### config.mk
export PLATFORM = sky130hd
export DESIGN_NAME = desc_ring_engine
export DESIGN_NICKNAME = d
export VERILOG_FILES = /design/src/rtl/dre_pkg.sv /design/src/rtl/dre_desc_store.sv /design/src/rtl/dre_csum_check.sv /design/src/rtl/desc_ring_engine.sv
export SDC_FILE = /design/constraint.sdc
export NUM_CORES = 1
export LEC_CHECK = 0
export ABC_AREA = 1
export BUFFER_PORTS_ARGS = -buffer_cell sky130_fd_sc_hd__buf_2
export CAP_MARGIN = 20
export CELL_PAD_IN_SITES_DETAIL_PLACEMENT = 0
export CELL_PAD_IN_SITES_GLOBAL_PLACEMENT = 1
export CORE_MARGIN = 3
export CORE_UTILIZATION = 37
export CTS_CLUSTER_SIZE = 10
export DETAILED_ROUTE_END_ITERATION = 8
export GPL_TIMING_DRIVEN = 0
export PLACE_DENSITY = 0.85
export REMOVE_ABC_BUFFERS = 1
export SLEW_MARGIN = 0
export SYNTH_ARGS = -nofsm -noshare
export SYNTH_HDL_FRONTEND = slang
export SYNTH_SLANG_ARGS = --single-unit
### constraint.sdc
create_clock -name clk -period 5.6 [get_ports clk]
set_input_delay 0.28 -clock clk [delete_from_list [all_inputs] [get_ports clk]]
set_output_delay 0.28 -clock clk [all_outputs]
set_load 0.01 [all_outputs]
### src/rtl/dre_pkg.sv
package dre_pkg;
  localparam int DESC_WORDS = 4;
  localparam int WORD_W     = 32;
  localparam int FLAG_OWN   = 0;
  localparam int FLAG_SKIP  = 2;
  localparam int FLAG_NOTE  = 7;

  typedef enum logic [2:0] {
    ST_IDLE, ST_READ, ST_EVAL, ST_MOVE, ST_WB, ST_HOLD
  } eng_state_t;

  // modulo-256 sum of the four bytes of one word
  function automatic logic [7:0] word_byte_sum(input logic [WORD_W-1:0] w);
    logic [7:0] s;
    s = '0;
    for (int b = 0; b < WORD_W / 8; b++) s = s + w[8*b +: 8];
    return s;
  endfunction

  // word 0 after completion: ownership dropped, length replaced
  function automatic logic [WORD_W-1:0] retire_word(input logic [WORD_W-1:0] w0,
                                                    input logic [15:0] moved);
    return {moved, w0[15:8], w0[7:1], 1'b0};
  endfunction
endpackage

### src/rtl/dre_desc_store.sv
module dre_desc_store #(
  parameter int WORD_W    = 32,
  parameter int NUM_WORDS = 4,
  localparam int IDX_W    = $clog2(NUM_WORDS)
) (
  input  logic                               clk,
  input  logic                               rst_n,
  input  logic                               cap_en,
  input  logic [IDX_W-1:0]                   cap_idx,
  input  logic [WORD_W-1:0]                  cap_data,
  output logic [NUM_WORDS-1:0][WORD_W-1:0]   words
);
  for (genvar g = 0; g < NUM_WORDS; g++) begin : g_word
    logic [WORD_W-1:0] q;
    always_ff @(posedge clk) begin
      if (!rst_n)                                  q <= '0;
      else if (cap_en && cap_idx == IDX_W'(g))     q <= cap_data;
    end
    assign words[g] = q;
  end
endmodule

### src/rtl/dre_csum_check.sv
module dre_csum_check
  import dre_pkg::*;
#(
  parameter int NUM_WORDS = 4
) (
  input  logic [NUM_WORDS-1:0][WORD_W-1:0] words,
  output logic                             sum_ok
);
  logic [7:0] acc;
  always_comb begin
    acc = '0;
    for (int w = 0; w < NUM_WORDS; w++) acc = acc + word_byte_sum(words[w]);
    sum_ok = (acc == 8'hFF);
  end
endmodule

### src/rtl/desc_ring_engine.sv
module desc_ring_engine
  import dre_pkg::*;
#(
  parameter int ADDR_W     = 32,
  parameter int STOP_LIMIT = 1000
) (
  input  logic              clk,
  input  logic              rst_n,
  input  logic              cmd_start,
  input  logic              cmd_stop,
  input  logic              cmd_resume,
  input  logic [ADDR_W-1:0] start_addr,
  output logic              q_active,
  output logic [ADDR_W-1:0] cur_ptr,
  output logic              mem_req,
  output logic              mem_we,
  output logic [ADDR_W-1:0] mem_addr,
  output logic [31:0]       mem_wdata,
  input  logic              mem_ack,
  input  logic [31:0]       mem_rdata,
  output logic              mv_req,
  output logic [ADDR_W-1:0] mv_addr,
  output logic [15:0]       mv_len,
  input  logic              mv_ack,
  input  logic [15:0]       mv_actual,
  output logic              done_pulse,
  output logic              len_err_pulse,
  output logic              csum_err_pulse
);
  localparam int IDX_W    = $clog2(DESC_WORDS);
  localparam int STOP_CW  = $clog2(STOP_LIMIT + 1) + 1;
  localparam logic [IDX_W-1:0] LAST_IDX = IDX_W'(DESC_WORDS - 1);

  eng_state_t                         state;
  logic [IDX_W-1:0]                   widx;
  logic [ADDR_W-1:0]                  cur_q;
  logic [15:0]                        moved_q;
  logic                               stop_pend;
  logic                               done_q, lerr_q, cerr_q;
  logic [DESC_WORDS-1:0][WORD_W-1:0]  dwords;
  logic                               sum_ok;

  // named internal events
  logic cap_en, in_hold, rd_last, wb_ack, stop_now;
  logic [7:0] dflags;
  assign cap_en   = (state == ST_READ) && mem_ack;
  assign rd_last  = cap_en && (widx == LAST_IDX);
  assign wb_ack   = (state == ST_WB) && mem_ack;
  assign in_hold  = (state == ST_HOLD);
  assign stop_now = stop_pend || cmd_stop;
  assign dflags   = dwords[0][7:0];

  dre_desc_store #(.WORD_W(WORD_W), .NUM_WORDS(DESC_WORDS)) u_store (
    .clk(clk), .rst_n(rst_n), .cap_en(cap_en), .cap_idx(widx),
    .cap_data(mem_rdata), .words(dwords)
  );

  dre_csum_check #(.NUM_WORDS(DESC_WORDS)) u_csum (
    .words(dwords), .sum_ok(sum_ok)
  );

  always_ff @(posedge clk) begin
    if (!rst_n) begin
      state     <= ST_IDLE;
      widx      <= '0;
      cur_q     <= '0;
      moved_q   <= '0;
      stop_pend <= 1'b0;
      done_q    <= 1'b0;
      lerr_q    <= 1'b0;
      cerr_q    <= 1'b0;
    end else begin
      done_q <= 1'b0;
      lerr_q <= 1'b0;
      cerr_q <= 1'b0;
      if (cmd_stop && state != ST_IDLE) stop_pend <= 1'b1;
      unique case (state)
        ST_IDLE: begin
          if (cmd_start) begin
            cur_q <= start_addr;
            widx  <= '0;
            state <= ST_READ;
          end
        end
        ST_READ: begin
          if (mem_ack) begin
            widx <= widx + 1'b1;
            if (widx == LAST_IDX) state <= ST_EVAL;
          end
        end
        ST_EVAL: begin
          if (stop_now) begin
            state <= ST_IDLE; stop_pend <= 1'b0;
          end else if (!dflags[FLAG_OWN]) begin
            state <= ST_HOLD;
          end else if (!sum_ok) begin
            cerr_q <= 1'b1; state <= ST_HOLD;
          end else if (dflags[FLAG_SKIP]) begin
            moved_q <= '0; state <= ST_WB;
          end else if (dwords[0][31:16] == 16'd0) begin
            lerr_q <= 1'b1; state <= ST_HOLD;
          end else begin
            state <= ST_MOVE;
          end
        end
        ST_MOVE: begin
          if (mv_ack) begin
            moved_q <= mv_actual;
            state   <= ST_WB;
          end
        end
        ST_WB: begin
          if (mem_ack) begin
            cur_q  <= dwords[2][ADDR_W-1:0];
            done_q <= dflags[FLAG_NOTE];
            widx   <= '0;
            if (stop_now) begin
              state <= ST_IDLE; stop_pend <= 1'b0;
            end else begin
              state <= ST_READ;
            end
          end
        end
        ST_HOLD: begin
          if (stop_now) begin
            state <= ST_IDLE; stop_pend <= 1'b0;
          end else if (cmd_resume) begin
            widx  <= '0;
            state <= ST_READ;
          end
        end
        default: state <= ST_IDLE;
      endcase
    end
  end

  assign q_active       = (state != ST_IDLE);
  assign cur_ptr        = cur_q;
  assign mem_req        = (state == ST_READ) || (state == ST_WB);
  assign mem_we         = (state == ST_WB);
  assign mem_addr       = (state == ST_READ) ? cur_q + ADDR_W'({widx, 2'b00}) : cur_q;
  assign mem_wdata      = retire_word(dwords[0], moved_q);
  assign mv_req         = (state == ST_MOVE);
  assign mv_addr        = dwords[1][ADDR_W-1:0];
  assign mv_len         = dwords[0][31:16];
  assign done_pulse     = done_q;
  assign len_err_pulse  = lerr_q;
  assign csum_err_pulse = cerr_q;

  // ---------------- assertions ----------------
  // memory request held stable until acknowledged
  a_r10_mem_hold: assert property (@(posedge clk) disable iff (!rst_n)
    mem_req && !mem_ack |=> mem_req && $stable(mem_addr) && $stable(mem_we));

  // mover request held stable until acknowledged
  a_r7_mv_hold: assert property (@(posedge clk) disable iff (!rst_n)
    mv_req && !mv_ack |=> mv_req && $stable(mv_addr) && $stable(mv_len));

  // pointer advances only right after an acknowledged write-back
  a_r7_wb_before_adv: assert property (@(posedge clk) disable iff (!rst_n)
    q_active && $past(q_active) && (cur_ptr != $past(cur_ptr)) |-> $past(mem_ack && mem_we));

  // pulses exclusive and one cycle long
  a_r11_pulse_excl: assert property (@(posedge clk) disable iff (!rst_n)
    $onehot0({done_pulse, len_err_pulse, csum_err_pulse}));
  a_r11_pulse_short: assert property (@(posedge clk) disable iff (!rst_n)
    (done_pulse || csum_err_pulse || len_err_pulse) |=> !(csum_err_pulse || len_err_pulse));

  // checksum failure leaves memory alone and waits
  a_r5_csum_quiet: assert property (@(posedge clk) disable iff (!rst_n)
    csum_err_pulse |-> in_hold && !mem_req && !mv_req);

  // zero length never reaches the mover
  a_r6_len_no_move: assert property (@(posedge clk) disable iff (!rst_n)
    len_err_pulse |-> in_hold && !mv_req);

  // waiting without resume issues no traffic
  a_r4_hold_quiet: assert property (@(posedge clk) disable iff (!rst_n)
    in_hold && !cmd_resume |=> !mem_req && !mv_req);

  // start while active leaves the pointer alone
  a_r2_start_ignored: assert property (@(posedge clk) disable iff (!rst_n)
    q_active && cmd_start && !wb_ack |=> $stable(cur_ptr));

  // stop while waiting drops active at the next edge
  a_r9_hold_stop: assert property (@(posedge clk) disable iff (!rst_n)
    in_hold && cmd_stop |=> !q_active);

  // a stop request is honoured within STOP_LIMIT cycles
  logic               stop_seen;
  logic [STOP_CW-1:0] stop_age;
  always_ff @(posedge clk) begin
    if (!rst_n || !q_active) begin
      stop_seen <= 1'b0;
      stop_age  <= '0;
    end else begin
      if (cmd_stop) stop_seen <= 1'b1;
      if (stop_seen) stop_age <= stop_age + 1'b1;
    end
  end
  a_r9_stop_bound: assert property (@(posedge clk) disable iff (!rst_n)
    stop_age < STOP_CW'(STOP_LIMIT));

  // idle right after reset
  a_r1_reset_idle: assert property (@(posedge clk)
    $past(!rst_n) |-> !q_active && !mem_req && !mv_req && !done_pulse);

  // ownership gates every transfer
  a_r3_own_gate: assert property (@(posedge clk) disable iff (!rst_n)
    $rose(mv_req) |-> dflags[FLAG_OWN] && sum_ok);
endmodule

==> results.sh <==
export IMPL_violations="negative setup slack"
export IMPL_ant_nets=0
export IMPL_core_area_um2=30000
export IMPL_period_share=1.03
export IMPL_post_synth_top_count_cell="nand2_1"
export IMPL_dp_cells=1977
export IMPL_fin_crit_ns=5.77
export IMPL_grt_pass1_vias=9949
export IMPL_synth_edff_count=0
export IMPL_die_x_um=181
export IMPL_avgSynthCellArea_um2=7.70
export IMPL_vias_per_cell=4.99
export IMPL_yosysTopAreaCell="dfxtp_1"
export IMPL_yosysSeqAreaShare=0.325
export IMPL_dieArea_um2=32900
export IMPL_ys_top_cells_by_count="nand2_1 (298), inv_1 (209), dfxtp_1 (185)"
export IMPL_setup_ws_ns=-0.172
export IMPL_worst_pin_slew_ns=0.977
export IMPL_setup_viol=17
export IMPL_drt_iter0_markers=782
export IMPL_cts_buffer_depth=2
export IMPL_max_clock_freq_ghz=0.173
export IMPL_path_buf_inv=4
export IMPL_setup_worst_path_end_class="register"
export IMPL_nNetsFinal=1819
export IMPL_cap_viol_max_count=0
export IMPL_yosys_warnings=0
export IMPL_antennaDiodeCount=0
export IMPL_crit_path_top_delay_cell="fa_1"
export IMPL_multi_input_area_um2=6310
export IMPL_cp_max_fo=8
export IMPL_worstPathCellList="fa_1 > inv_1 > fa_1 > inv_1 > fa_1 > inv_1 > fa_1 > fa_1 > fa_1 > inv_1 > ha_1 > nand3_1 > nand3_2 > nand2_2 > nand2_2 > a21oi_4 > nand3b_1 > nand3_1 > nand2_2 > nand4_1 > nor2_4 > nor2_4 > nor2_1 > nor2_1"
export IMPL_slew_violations=0
export IMPL_worstSetupPathType="reg -> reg"
export IMPL_fin_area_um2=13500
export IMPL_drive_above_1_share=0.226
export IMPL_synth_area_leaders="dfxtp_1 (33%), fa_1 (15%), nand2_1 (9.8%)"
export IMPL_relSlewSlack=0.349
export IMPL_grt_max_degree=76
export IMPL_arrival_ns=6.11
export IMPL_rsz0062_at_grt="true"
export IMPL_vdd_ir_drop_worst_mv=0.215
export IMPL_antenna_found_initial=0
export IMPL_grt_use_met2=0.361
export IMPL_gr_usage_all_layers=0.220
export IMPL_hold_class="in -> reg"
export IMPL_p_leak_nw=6.08
export IMPL_synthCells=1479
export IMPL_firstDrtPassIters=5
export IMPL_yosysTopAreaCellShare=0.325
export IMPL_skew_ns=0.0143
export IMPL_final_fill_count=3021
export IMPL_met3_usage=0.0339
export IMPL_detail_route_drc_violations=0
export IMPL_syn2layout_area_growth_pct=18.1
export IMPL_cts_tree="built"
export IMPL_initial_core_util=0.379
export IMPL_std_cell_rows=63
export IMPL_hold_violations=0
export IMPL_status="complete, but fails checks"
export IMPL_ff_latch_area_um2=3720
export IMPL_layout_cells_non_filler=2028
export IMPL_io_pins=238
export IMPL_numCtsBuffers=17
export IMPL_placed_area_um2=12500
export IMPL_cts_sinks=185
export IMPL_grt_pass1_wl_um=57200
export IMPL_globalplace_congestion=0.872
export IMPL_totalWireLength_um=36700
export IMPL_use_met1=0.302
export IMPL_critPathTopFamily="adder cells"
export IMPL_clk_root_buffer_cell="clkbuf_16"
export IMPL_hpwl_um=27100
export IMPL_wl_per_cell_um=18.1
export IMPL_cts_max_level=4
export IMPL_die_h_um=181
export IMPL_powerDensity_nw_per_um2=373
export IMPL_clock_latency_ns=0.44
export IMPL_max_stage_delay_ns=0.56
export IMPL_synth_distinct_cells=46
export IMPL_grt_overflow=0
export IMPL_synthArstFlopShare=0
export IMPL_io_buffers=236
export IMPL_netlist_area_um2=11400
export IMPL_synth_seq_cells=185
export IMPL_synth_flop_cell="dfxtp_1"
export IMPL_top_usage_layer="met2"
export IMPL_worstPathRequired_ns=5.94
export IMPL_clk_pin_slew_ns=0.08
export IMPL_dr_total_vias=10100
export IMPL_cts_hold_buf=0
export IMPL_crit_top_cell="fa_1"
export IMPL_critPathLaunchType="register"
report_power, final:
group,leakage [nW],internal (mW),switching (mW),total (mW)
Sequential,1.51,1.49,0.269,1.76
Clock,0.292,0.656,0.590,1.25
Combinational,4.28,0.730,1.28,2.01
Total,6.08,2.88,2.14,5.02
flip-flops by register name, summed over array words and instances (netlist names), 2 cells and up:
register / cells
u_store.g_word.q: 128
cur_ptr: 32
moved_q: 16
state: 3
widx: 2
through the flow:
stage | utilization | power (mW) | setup TNS (ns) | worst slack [ns] | hold WS (ns)
2_1_floorplan | - | 2.84 | -48.60 | -0.675 | 0.401
3_3_place_gp | 0.409 | 3.60 | -567.88 | -5.25 | 0.456
3_5_place_dp | 0.417 | 3.70 | -11.22 | -0.703 | 0.458
4_1_cts | 0.442 | 4.97 | -3.98 | -0.252 | 0.0909
5_1_grt | 0.448 | 5.35 | -6.50 | -0.381 | 0.0981
6_report | 0.448 | 5.02 | -2.57 | -0.172 | 0.0988
cell usage in the layout (no fill, tap or decap), types with 14 or more instances in the layout:
master,netlist,layout
a21oi_1,139,137
a31oi_1,32,32
buf_2,8,236
buf_4,66,14
clkbuf_16,0,17
dfxtp_1,185,177
fa_1,88,86
ha_1,19,14
inv_1,209,208
nand2_1,298,289
nand3_1,138,132
nor2_1,71,59
o21ai_0,61,61
xor2_1,25,25
what timing repair did:
item | in CTS | in global routing
cloned | 2 | 0
setup endpoints to repair | 21 | 21
resized for setup | 22 | 28
setup buffers | 10 | 8
pin swaps | 22 | 35
cell type report:
cell class / instances / area share
multi-input combinational: 943 / 0.469
sequential: 185 / 0.276
timing repair buffer: 262 / 0.115
inverter: 216 / 0.0604
tap: 390 / 0.0363
clock buffer: 20 / 0.0339
clock inverter: 12 / 0.00967
cells by family after synthesis:
family,Yosys count,share of synthesized area
AO/OA/AOI/OAI,240,0.112
flip-flops,185,0.325
adder cells (fa/ha/maj),107,0.175
buffers and inverters,353,0.140
XOR/XNOR,33,0.0254
AND/OR/NAND/NOR,560,0.222
other,1,0.000329
per-layer routing:
layer / part of all wire / routed length [µm] / vias to the layer above
met5: 0 / 0 / -
met4: 0.025 / 911 / 0
met3: 0.057 / 2080 / 45
li1: - / - / 4914
met2: 0.47 / 17200 / 354
met1: 0.45 / 16500 / 4815
worst reg2reg max path, stage by stage, from the launching register on:
cell      delay [ns]
dfxtp_2         0.33
fa_1            0.53
inv_1           0.06
fa_1            0.54
inv_1           0.06
fa_1            0.51
inv_1           0.05
fa_1            0.49
fa_1            0.44
fa_1            0.56
inv_1           0.08
ha_1            0.31
nand3_1         0.11
nand3_2         0.09
nand2_2         0.10
nand2_2         0.07
a21oi_4         0.20
nand3b_1        0.15
nand3_1         0.09
nand2_2         0.14
nand4_1         0.22
nor2_4          0.25
nor2_4          0.11
nor2_1          0.13
nor2_1          0.05
final timing paths:
kind | startpoint | to | cells after the start | slack [ns]
min reg2reg | u_store.g_word[3].q[31] | u_store.g_word[3].q[31] | 2 | 0.47
min | start_addr[31] | cur_ptr[31] | 3 | 0.1
max reg2reg | u_store.g_word[1].q[11] | moved_q[6] | 24 | -0.17
max | u_store.g_word[1].q[11] | moved_q[6] | 24 | -0.17
(Power assumes the default switching activity.)
